**src/rtl/brhaz_ctrl.sv**
```systemverilog
module brhaz_ctrl #(
  parameter int AW    = 16,
  parameter bit EARLY = 1'b0
) (
  input  logic          clk,
  input  logic          rst,
  input  logic [1:0]    pol_in,
  input  logic          id_br,
  input  logic          cmp_eq,
  input  logic [AW-1:0] br_tgt,
  output logic [AW-1:0] fetch_pc,
  output logic [AW-1:0] id_pc,
  output logic [AW-1:0] rslv_pc,
  output logic          pc_sel,
  output logic          if_hold,
  output logic          flush_if,
  output logic          flush_id,
  output logic          ret_v,
  output logic [AW-1:0] ret_pc
);
  localparam logic [1:0] P_PNT = 2'd1;
  localparam logic [1:0] P_DLY = 2'd2;

  logic [1:0]    pol_q;
  logic [AW-1:0] pc_q, id_pc_q, ex_pc, mem_pc, wb_pc;
  logic          id_v, ex_v, ex_br, mem_v, wb_v;
  logic          is_pnt, is_dly, is_stall;
  logic          id_brv, ex_brv, r_v;

  assign is_pnt   = (pol_q == P_PNT);
  assign is_dly   = (pol_q == P_DLY);
  assign is_stall = !is_pnt && !is_dly;
  assign id_brv   = id_v && id_br;
  assign ex_brv   = ex_v && ex_br;

  generate
    if (EARLY) begin : g_res_id
      assign r_v     = id_brv;
      assign rslv_pc = id_pc_q;
    end else begin : g_res_ex
      assign r_v     = ex_brv;
      assign rslv_pc = ex_pc;
    end
  endgenerate

  assign pc_sel   = r_v && cmp_eq;
  assign if_hold  = is_stall && (id_brv || (EARLY ? 1'b0 : ex_brv));
  assign flush_if = pc_sel && (is_pnt || (is_dly && !EARLY));
  assign flush_id = pc_sel && is_pnt && !EARLY;

  always_ff @(posedge clk) begin
    if (rst) begin
      pol_q   <= pol_in;
      pc_q    <= '0;
      id_pc_q <= '0;
      ex_pc   <= '0;
      mem_pc  <= '0;
      wb_pc   <= '0;
      id_v    <= 1'b0;
      ex_v    <= 1'b0;
      ex_br   <= 1'b0;
      mem_v   <= 1'b0;
      wb_v    <= 1'b0;
    end else begin
      if (pc_sel)       pc_q <= br_tgt;
      else if (!if_hold) pc_q <= pc_q + 1'b1;
      id_v    <= !(if_hold || flush_if);
      id_pc_q <= pc_q;
      ex_v    <= id_v && !flush_id;
      ex_br   <= id_br;
      ex_pc   <= id_pc_q;
      mem_v   <= ex_v;
      mem_pc  <= ex_pc;
      wb_v    <= mem_v;
      wb_pc   <= mem_pc;
    end
  end

  assign fetch_pc = pc_q;
  assign id_pc    = id_pc_q;
  assign ret_v    = wb_v;
  assign ret_pc   = wb_pc;
endmodule

```
**config.mk**
```make
export PLATFORM = sky130hd
export DESIGN_NAME = brhaz_ctrl
export DESIGN_NICKNAME = d
export VERILOG_FILES = /design/src/rtl/brhaz_ctrl.sv
export SDC_FILE = /design/constraint.sdc
export NUM_CORES = 1
export LEC_CHECK = 0
export BUFFER_PORTS_ARGS = -buffer_cell sky130_fd_sc_hd__buf_4
export CAP_MARGIN = 10
export CORE_MARGIN = 2
export CORE_UTILIZATION = 32
export CTS_CLUSTER_DIAMETER = 40
export DETAILED_ROUTE_END_ITERATION = 16
export PLACE_DENSITY = 0.65
export SYNTH_ARGS = -nofsm -noshare
export SYNTH_HDL_FRONTEND = slang
export SYNTH_SLANG_ARGS = --single-unit
export TNS_END_PERCENT = 30
```
**constraint.sdc**
```tcl
create_clock -name clk -period 2.8 [get_ports clk]
set_input_delay 0.56 -clock clk [delete_from_list [all_inputs] [get_ports clk]]
set_output_delay 0.56 -clock clk [all_outputs]
set_load 0.01 [all_outputs]
```
Yosys cells after proc, flatten, opt, wreduce, memory -nomap -nowiden --
Index checks and enable logic that the tools add are counted.
Storage, ports and cells: register bits 87, input bits 22, output and inout bits 69, logic and storage cells 32
Cells by class: muxes and demuxes 2, add/subtract/negate cells 1, equality and inequality tests 3, reductions and logical operators 15
Operators with widths (number):
- 16-bit two-way mux | 2
- 16-bit by 1-bit adder with 16-bit output (second input constant) | 1
- 1-bit logical AND | 8
- 1-bit logical NOT | 4
- 1-bit logical OR | 3
- 2-bit by 1-bit == test with 1-bit output (second input constant) | 1
- 2-bit == test (second input constant) | 1
- 2-bit inequality test (second input constant) | 1

Logic depth before layout (Yosys ltp) --
depth in word-level cells 6, gate-level depth with buffers 7, depth with buffers taken out 7

Least setup slack after synthesis --
No wires, ideal clock.
path type in2out, from in cmp_eq, to out flush_id, arrival 1373 ps, data required time 2240 ps, stages on the path 4, slack 867 ps, buffers on the path 1, cell sequence nand3_1 > inv_1 > clkbuf_1 > and2_1
On the way: word-level cells in the longest chain between the ends 2
Ends and longest elaborated chain:
- from (decl) | RTL line 9 | input logic cmp_eq,
- 1-bit logical AND | RTL line 46 | assign pc_sel = r_v && cmp_eq;
- 1-bit logical AND | RTL line 49 | assign flush_id = pc_sel && is_pnt && !EARLY;
- to (decl) | RTL line 17 | output logic flush_id,
No other way between the ends.

Worst setup path in the final report --
from reg pol_q[0], to out if_hold
On the way: word-level cells in the longest chain between the ends 4, elaborated cells between the ends (all ways) 6, classes of those cells 2 x eq/ne; 4 x reduce/logical
Ends and longest elaborated chain:
- from (decl) | RTL line 24 | logic [1:0] pol_q;
- from (signal assigned) | RTL line 53 | pol_q <= pol_in;
- 2-bit by 1-bit == test with 1-bit output / 2-bit == test (equally long branches) | RTL line 30, 31
- 1-bit logical NOT | RTL line 32 | assign is_stall = !is_pnt && !is_dly;
- 1-bit logical AND (*) | RTL line 32
- 1-bit logical AND (*) | RTL line 47 | assign if_hold = is_stall && (id_brv || (EARLY ? 1'b0 : ex_brv));
- to (decl) | RTL line 15 | output logic if_hold,
Every way passes the cells marked *; elsewhere a longest branch is shown, timed or not.

==> impl_metrics.tcl <==
set metrics [dict create \
    cp-start-kind "flip-flop" \
    vias 2159 \
    critPathCaptureType "output port" \
    preCtsSetupSlack_ps 753 \
    synth-edff-count 2 \
    cts_hold_repair.buffers 0 \
    synth-seq-cells 87 \
    drive_gt1_share_pct 31.4 \
    crit_type "reg -> out" \
    grt_pass1_wl_um 9990 \
    cts_tree "done" \
    cp.arrival_ps 1620 \
    critical_path.top_delay_family "flip-flops" \
    setup_slack_ps 619 \
    clockBufferDepth 2 \
    synth_area_sq_mm 0.00288 \
    worstPathMaxFanout 8 \
    clkSlewWorstSetupHoldPaths_ps 90 \
    syn_inst 276 \
    p_total_mw 2.32 \
    die_h_um 98.8 \
    whs_ps 379 \
    wl_per_cell_um 13.3 \
    antenna_found_initial 0 \
    start_util_pct 33.0 \
    critPathBufInv 2 \
    grt_start_max_net_pins 47 \
    min_period_ps 2180 \
    synthArstFlopShare_pct 0 \
    final_antenna_net_count 0 \
    holdPathEnd "pol_q[0]" \
    fin_tns_setup_ps 0 \
    post-route-period-util_pct 77.9 \
    slew_headroom_pct 53.7 \
    firstDrtPassIters 4 \
    fillers 865 \
    slew_violations 0 \
    design_area_sq_mm 0.00386 \
    r2r_start "fetch_pc[0]" \
    finalHoldViolCount 0 \
    avgSynthCellArea_sq_um 10.4 \
    cts_resized 0 \
    power.density_mw_per_mm2 599 \
    diodes 0 \
    timing.rr.end "fetch_pc[14]" \
    coreArea_sq_mm 0.00872 \
    wl_um 6390 \
    rrSetupSlack_ps 920 \
    yosysUniqueCellTypes 34 \
    drt_iter0_drc 51 \
    cts_made_buffers 9 \
    hold_path.startpoint "pol_in[0]" \
    tightest_slew_ps 693 \
    dieArea_sq_mm 0.00976 \
    drc 0 \
    r2r_cells 6 \
    io_pins 91 \
    vias_per_cell 4.49 \
    min_path_cells 1 \
    area_growth_pct 34.3 \
    cts_sinks 87 \
    nNetsFinal 392 \
    dp.cells 465 \
    max_cap_viol_count 0 \
    status "finished clean" \
    hp-class "in -> reg" \
    grt_usage_pct 13.1 \
    place_area_sq_mm 0.00366 \
    slowest_delay_ps 390 \
    finalSetupViolCount 0 \
    grt_pass1_vias 2055 \
    overflow 0 \
    dp_hpwl_um 4610 \
    crit_slowest_cell "edfxtp_1" \
    clock-root-buffer "clkbuf_8" \
    rows 34 \
    max_freq_ghz 0.459 \
    rsz0062_at_grt "no" \
    ir_worst_vdd_uv 262 \
    cp.required_ps 2240 \
    post_cts_buffers 0 \
    gp_congestion 0.804 \
    synthFlopType "dfxtp_1" \
    crit_chain "ha_1 -> or2b_4 -> inv_4 -> buf_4" \
    yosysSeqAreaShare_pct 61.2 \
    finClkSkew_ps 10.3 \
    final_util_pct 44.3 \
    cts_htree_levels 3 \
    io_buffers 90 \
    clock_latency_ps 350 \
    p_leak_nw 1.63 \
    die_w_um 98.8 \
    syn_nets 300 \
    yosys_warnings 0 \
    final_cells 481 \
]
## per-layer routing
metal / up-vias / wire length, um / track usage (%) / share of wire, %
met5: - / 0 / 0 / 0
met3: 15 / 360 / 4.18 / 5.6
met4: 0 / 144 / 5.69 / 2.3
met2: 73 / 2940 / 20.7 / 46
met1: 970 / 2940 / 16.5 / 46
li1: 1101 / - / - / -
## how the worst max path moves through the flow
stage	cells past startpoint	endpoint	slack, ps	start
2_1_floorplan	4	flush_id	870	cmp_eq
3_3_place_gp	8	fetch_pc[13]	780	cmp_eq
3_5_place_dp	8	fetch_pc[11]	750	cmp_eq
4_1_cts	4	if_hold	590	pol_q[0]
5_1_grt	4	if_hold	500	pol_q[0]
6_report	4	if_hold	620	pol_q[0]
## layout by cell type (no fill, tap or decap), types with 2 or more instances in the layout
cell type  synthesis  layout
a211oi_1           5       5
a21oi_1            8       8
a22oi_1            3       3
a32oi_1            2       2
buf_4              0      93
clkbuf_8           0       9
dfxtp_1           85      85
edfxtp_1           2       2
ha_1               2       2
inv_1             10      10
inv_6              0       2
nand2_1           15      15
nand3_1            7       7
nand4_1            5       5
nor2_1            20      20
nor2b_1           60      60
nor3_2             3       3
nor4_1             3       3
o21ai_0            4       4
o22ai_1            7       7
o31a_1             5       5
xnor2_1            3       3
xor2_1             3       3
## sequential cells by signal, indices dropped and copies added, names as in the netlist
register / count
id_pc: 16
ex_v: 1
id_v: 1
ret_v: 1
mem_v: 1
ret_pc: 16
ex_br: 1
pol_q: 2
fetch_pc: 16
mem_pc: 16
rslv_pc: 16
## kinds of logic after synthesis
| family | count (synthesis) | synth area share [%] |
|---|---|---|
| AND/OR/NAND/NOR | 120 | 23.7 |
| flip-flops | 87 | 61.2 |
| AO/OA/AOI/OAI | 36 | 8.53 |
| buffers and inverters | 23 | 3.09 |
| XOR/XNOR | 6 | 1.83 |
| multiplexers | 2 | 0.739 |
| adder cells (fa/ha/maj) | 2 | 0.870 |
## cells in the mapped netlist (2+ instances only)
| cell | count | share of area [%] |
|---|---|---|
| a21oi_1 | 8 | 1.4 |
| a32oi_1 | 2 | 0.61 |
| nor2b_1 | 60 | 13 |
| nand4_1 | 5 | 1.1 |
| a22oi_1 | 3 | 0.78 |
| ha_1 | 2 | 0.87 |
| o22ai_1 | 7 | 1.5 |
| clkbuf_1 | 10 | 1.3 |
| nor2_1 | 20 | 2.6 |
| nor3_2 | 3 | 1.0 |
| a211oi_1 | 5 | 1.3 |
| buf_1 | 2 | 0.26 |
| xor2_1 | 3 | 0.91 |
| o31a_1 | 5 | 1.5 |
| nor4_1 | 3 | 0.65 |
| dfxtp_1 | 85 | 59 |
| o21ai_0 | 4 | 0.70 |
| xnor2_1 | 3 | 0.91 |
| nand2_1 | 15 | 2.0 |
| nand3_1 | 7 | 1.2 |
| inv_1 | 10 | 1.3 |
| edfxtp_1 | 2 | 2.1 |
## power by group
group | switching, mW | total [mW] | internal [mW]
Clock | 0.468 | 0.857 | 0.389
Sequential | 0.0282 | 1.30 | 1.27
Combinational | 0.0814 | 0.162 | 0.0806
## final cells by class
class / instances / area, sq um / share of cell area (%)
Sequential cell: 87 / 1760 / 45.6
Tap cell: 108 / 135 / 3.50
Clock buffer: 10 / 149 / 3.85
Timing Repair Buffer: 93 / 698 / 18.1
Inverter: 11 / 43.8 / 1.13
Clock inverter: 6 / 50.0 / 1.30
Multi-Input combinational cell: 166 / 1030 / 26.6
Power figures use the tool's default switching activity.
